### config.mk
export PLATFORM = sky130hd
export DESIGN_NAME = cska_ci_adder
export DESIGN_NICKNAME = d
export VERILOG_FILES = /design/src/rtl/cska_pkg.sv /design/src/rtl/cska_ripple.sv /design/src/rtl/cska_incr.sv /design/src/rtl/cska_skip.sv /design/src/rtl/cska_ci_adder.sv
export SDC_FILE = /design/constraint.sdc
export NUM_CORES = 1
export LEC_CHECK = 0
export ABC_AREA = 1
export BUFFER_PORTS_ARGS = -buffer_cell sky130_fd_sc_hd__buf_2
export CORE_MARGIN = 1.5
export CORE_UTILIZATION = 35
export DETAILED_ROUTE_END_ITERATION = 12
export PLACE_DENSITY_LB_ADDON = 0.25
export SETUP_SLACK_MARGIN = 0.15
export SLEW_MARGIN = 20
export SYNTH_ARGS = -nofsm -noshare
export SYNTH_HDL_FRONTEND = slang
export SYNTH_SLANG_ARGS = --single-unit
### constraint.sdc
create_clock -name vclk -period 37
set_input_delay 7.4 -clock vclk [all_inputs]
set_output_delay 7.4 -clock vclk [all_outputs]
set_load 0.1 [all_outputs]
### src/rtl/cska_pkg.sv
package cska_pkg;

  // width of stage k in the tapered layout (top stage excluded)
  function automatic int taper_width(int k, int vs);
    int up;
    int down;
    up   = 2 + k;
    down = vs + 2 - k;
    return (up < down) ? up : down;
  endfunction

  function automatic int stage_count(int n, int variable, int fw, int vs);
    return (variable != 0) ? vs : (n + fw - 1) / fw;
  endfunction

  function automatic int stage_lo(int k, int n, int variable, int fw, int vs);
    int acc;
    acc = 0;
    for (int j = 0; j < k; j++)
      acc += (variable != 0) ? taper_width(j, vs) : fw;
    return acc;
  endfunction

  function automatic int stage_width(int k, int n, int variable, int fw, int vs);
    int last;
    last = stage_count(n, variable, fw, vs) - 1;
    if (k == last) return n - stage_lo(k, n, variable, fw, vs);
    return (variable != 0) ? taper_width(k, vs) : fw;
  endfunction

  // true-form carry out of a stage from its generate, propagate and carry in
  function automatic logic skip_carry(logic g, logic p, logic c);
    if (g) return 1'b1;
    return p ? c : 1'b0;
  endfunction

endpackage

### src/rtl/cska_ripple.sv
module cska_ripple #(
  parameter int W = 4
) (
  input  logic [W-1:0] a,
  input  logic [W-1:0] b,
  input  logic         cin,
  output logic [W-1:0] sum,
  output logic         cout
);
  logic [W:0]   cy;
  logic [W-1:0] x;

  always_comb begin
    cy[0] = cin;
    for (int i = 0; i < W; i++) begin
      x[i]      = a[i] ^ b[i];
      sum[i]    = x[i] ^ cy[i];
      cy[i+1]   = (a[i] & b[i]) | (x[i] & cy[i]);
    end
  end

  assign cout = cy[W];

  // the bit-serial chain must match a word-level sum of the slice
  always_comb begin
    p_ripple_slice_r2: assert ({cout, sum} ==
                               ({1'b0, a} + {1'b0, b} + {{W{1'b0}}, cin}))
      else $error("ripple slice mismatch");
  end
endmodule

### src/rtl/cska_incr.sv
module cska_incr #(
  parameter int W = 4
) (
  input  logic [W-1:0] psum,
  input  logic         cin,
  output logic [W-1:0] sum,
  output logic         cout
);
  logic [W:0] c;

  always_comb begin
    c[0] = cin;
    for (int i = 0; i < W; i++) begin
      sum[i] = psum[i] ^ c[i];
      c[i+1] = psum[i] & c[i];
    end
  end

  assign cout = c[W];

  // half-adder chain equals partial sum plus the incoming carry
  always_comb begin
    p_incr_value_r3: assert ({cout, sum} == ({1'b0, psum} + {{W{1'b0}}, cin}))
      else $error("incrementer mismatch");
  end
endmodule

### src/rtl/cska_skip.sv
module cska_skip #(
  parameter int INV_IN = 0
) (
  input  logic gen,
  input  logic prop,
  input  logic cin_pol,
  output logic cout_pol
);
  logic c_true;
  logic o_true;

  if (INV_IN == 0) begin : g_aoi
    // true carry in, inverted carry out
    assign cout_pol = ~(gen | (prop & cin_pol));
    assign c_true   = cin_pol;
    assign o_true   = ~cout_pol;
  end else begin : g_oai
    // inverted carry in, true carry out
    assign cout_pol = ~((~gen) & ((~prop) | cin_pol));
    assign c_true   = ~cin_pol;
    assign o_true   = cout_pol;
  end

  // compound gate equals the generate-or-propagated-carry rule
  always_comb begin
    p_skip_rule_r4: assert (o_true == cska_pkg::skip_carry(gen, prop, c_true))
      else $error("skip gate carry mismatch");
  end
endmodule

### src/rtl/cska_ci_adder.sv
module cska_ci_adder #(
  parameter int N          = 32,
  parameter int VARIABLE   = 1,
  parameter int FIX_W      = 4,
  parameter int VAR_STAGES = 8
) (
  input  logic [N-1:0] op_a,
  input  logic [N-1:0] op_b,
  input  logic         carry_in,
  output logic [N-1:0] sum,
  output logic         carry_out
);
  localparam int NSTG = cska_pkg::stage_count(N, VARIABLE, FIX_W, VAR_STAGES);

  // cbus[k] is the carry into stage k; inverted when k is odd
  logic [NSTG:1] cbus;

  for (genvar s = 0; s < NSTG; s++) begin : g_stg
    localparam int LO = cska_pkg::stage_lo(s, N, VARIABLE, FIX_W, VAR_STAGES);
    localparam int W  = cska_pkg::stage_width(s, N, VARIABLE, FIX_W, VAR_STAGES);

    if (s == 0) begin : g_first
      // lowest stage ripples the external carry directly
      logic [W-1:0] rs;
      logic         rco;
      cska_ripple #(.W(W)) u_rip (
        .a(op_a[LO +: W]), .b(op_b[LO +: W]), .cin(carry_in),
        .sum(rs), .cout(rco)
      );
      assign sum[LO +: W] = rs;
      assign cbus[1]      = ~rco;
    end else begin : g_body
      logic [W-1:0] ps;
      logic [W-1:0] fs;
      logic         gco;
      logic         ico;
      logic         pp;
      logic         c_true;

      // zero-carry ripple of the slice
      cska_ripple #(.W(W)) u_rip (
        .a(op_a[LO +: W]), .b(op_b[LO +: W]), .cin(1'b0),
        .sum(ps), .cout(gco)
      );

      // slice propagate
      assign pp     = &(op_a[LO +: W] ^ op_b[LO +: W]);
      assign c_true = (s % 2 == 1) ? ~cbus[s] : cbus[s];

      // fold the real carry into the partial sum
      cska_incr #(.W(W)) u_inc (
        .psum(ps), .cin(c_true), .sum(fs), .cout(ico)
      );
      assign sum[LO +: W] = fs;

      // polarity-alternating skip gate
      cska_skip #(.INV_IN(s % 2)) u_skp (
        .gen(gco | ico), .prop(pp), .cin_pol(cbus[s]), .cout_pol(cbus[s+1])
      );

      always_comb begin
        p_prop_no_gen_r5: assert (!(pp && gco))
          else $error("slice both propagates and generates");
        p_incr_needs_prop_r3: assert (!ico || pp)
          else $error("incrementer overflow without propagate");
      end
    end
  end

  // restore true polarity at the output
  assign carry_out = (NSTG % 2 == 1) ? ~cbus[NSTG] : cbus[NSTG];

  // whole-word result
  always_comb begin
    p_word_sum_r1: assert ({carry_out, sum} ==
                           ({1'b0, op_a} + {1'b0, op_b} + {{N{1'b0}}, carry_in}))
      else $error("word sum mismatch");
  end
endmodule

==> flow_metrics.env <==
export IMPL_design_area_sq_um=2193
export IMPL_final_layout_size_suffix_gt1_share_pct=40.88
export IMPL_grt_pass1_vias=1390
export IMPL_setup_tns_final_ps=0
export IMPL_nets=426
export IMPL_slew_headroom_pct=67.04
export IMPL_die_area_sq_um=5099
export IMPL_design_seq_count=0
export IMPL_grt_max_degree=3
export IMPL_start_kind="input port"
export IMPL_gp_congestion=0.7812
export IMPL_portBuffers=98
export IMPL_route_detailed_drc=0
export IMPL_wl_per_cell_um=9.549
export IMPL_power_frac_seq_pct=0
export IMPL_switchingPower_mw=0.08196
export IMPL_grt_pass1_wl_mm=5.540
export IMPL_whs_path_depth=5
export IMPL_post_cts_buffers=0
export IMPL_cts_hold_buf=0
export IMPL_final_max_slew_viol_count=0
export IMPL_required_ps=29600
export IMPL_combPwrFrac_pct=100.0
export IMPL_regArea_sq_um=0
export IMPL_max_stage_delay_ps=410
export IMPL_die_w_um=71.41
export IMPL_power_frac_clock_pct=0
export IMPL_dpl_hpwl_mm=3.119
export IMPL_vias=1384
export IMPL_maxCapViolCount=0
export IMPL_ys_top_cells_by_area="ha_1, fa_1, inv_1"
export IMPL_gr_usage_all_layers_pct=12.82
export IMPL_min_from="carry_in"
export IMPL_start_util_pct=37.10
export IMPL_min_period_ps=22760
export IMPL_drt_total_wl_mm=3.113
export IMPL_antenna_cells=0
export IMPL_crit_top_cell="ha_1"
export IMPL_synth_nets=326
export IMPL_layout_cells_most_common="buf_2"
export IMPL_power_density_nw_per_um2=44.90
export IMPL_tightest_slew_ps=497.8
export IMPL_postLayoutCoreUtil_pct=49.69
export IMPL_rsz0062_at_grt="no"
export IMPL_critical_path_class="in -> out"
export IMPL_setup_viol=0
export IMPL_max_freq_ghz=0.04393
export IMPL_syn_area_sq_um=1638
export IMPL_intPower_mw=0.01653
export IMPL_hold_viol=0
export IMPL_placed_area_sq_um=2193
export IMPL_io_pins=98
export IMPL_crit_arrival_ps=15360
export IMPL_multi_input_area_sq_um=1439
export IMPL_die_y_um=71.41
export IMPL_cp_end_kind="output pin"
export IMPL_final_cell_mix="buf_2, ha_1, inv_1"
export IMPL_netlist_instances=176
export IMPL_ys_types=11
export IMPL_clock_buffers=0
export IMPL_grt_ovfl_total=0
export IMPL_area_growth_pct=33.92
export IMPL_post_route_period_util_pct=61.52
export IMPL_status="complete, no violations"
export IMPL_yosys_warnings=0
export IMPL_synth_top_cell_area_share_pct=45.84
export IMPL_core_area_sq_um=4414
export IMPL_drt_iter0_drc=4
export IMPL_ant_nets=0
export IMPL_switching_share_pct=83.22
export IMPL_first_pass_iters=4
export IMPL_rows=24
export IMPL_seq_area_frac_synth_pct=0
export IMPL_min_path_type="in -> out"
export IMPL_antenna_found_initial=0
export IMPL_post_place_ws_ps=14180
export IMPL_leakage_nw=1.411
export IMPL_yosysTopAreaCell="ha_1"
export IMPL_setup_slack_ps=14240
export IMPL_via_per_inst=4.245
export IMPL_cp_startpoint="op_a[0]"
export IMPL_ir_worst_vdd_mv=0.02191
export IMPL_cts_resized=0
export IMPL_whs_ps=15410
export IMPL_crit_slowest_cell="buf_2"
export IMPL_synth_avg_cell_area_sq_um=9.306
export IMPL_nFillCells=443
export IMPL_crit_fanout=2
## power by group through the flow
| stage | registers [mW] | logic, mW | clock network [mW] |
|---|---|---|---|
| 3_3_place_gp | 0 | 0.0992 | 0 |
| 6_report | 0 | 0.0985 | 0 |
| 5_1_grt | 0 | 0.104 | 0 |
| 2_1_floorplan | 0 | 0.0886 | 0 |
| 4_1_cts | 0 | 0.0996 | 0 |
| 3_5_place_dp | 0 | 0.0992 | 0 |
## stage by stage
step           cells  power [mW]
6_report         326     0.09849
5_1_grt          326      0.1045
4_1_cts          326     0.09956
3_5_place_dp     326     0.09920
3_3_place_gp     326     0.09917
2_1_floorplan    176     0.08857
## cell type report
cell class                      count  share of cell area [%]
Tap cell                           52                   2.966
Multi-Input combinational cell    123                   65.60
Inverter                           53                   9.070
Timing Repair Buffer               98                   22.36
## synthesized netlist by cell type (all sizes together)
cell   count
nand4      1
o21ai      1
nand3      2
nor2      12
inv       53
and3       1
ha        60
fa        25
nand2     21
## worst max-delay path: cells and delay by family
family          cells  cell delay (ps)
simple gates       11             1070
fa+ha+maj          32             6210
compound gates      1               90
buf+inv             4              630
## routing by layer
metal / vias up / part of all wire [%] / track usage, %
li1: 714 / - / -
met1: 629 / 41 / 16.86
met2: 41 / 53 / 24.49
met3: 0 / 5.9 / 0.8439
met4: 0 / 0 / 0
met5: - / 0 / 0
## final timing paths
kind	to
setup / recovery	sum[31]
hold / removal	sum[0]
## logic make-up after synthesis
group / share of synthesized area (%)
AO/OA/AOI/OAI: 0.5349
adder cells (fa/ha/maj): 76.39
buffers and inverters: 12.15
AND/OR/NAND/NOR: 10.92
Power figures use the tool's default switching activity.
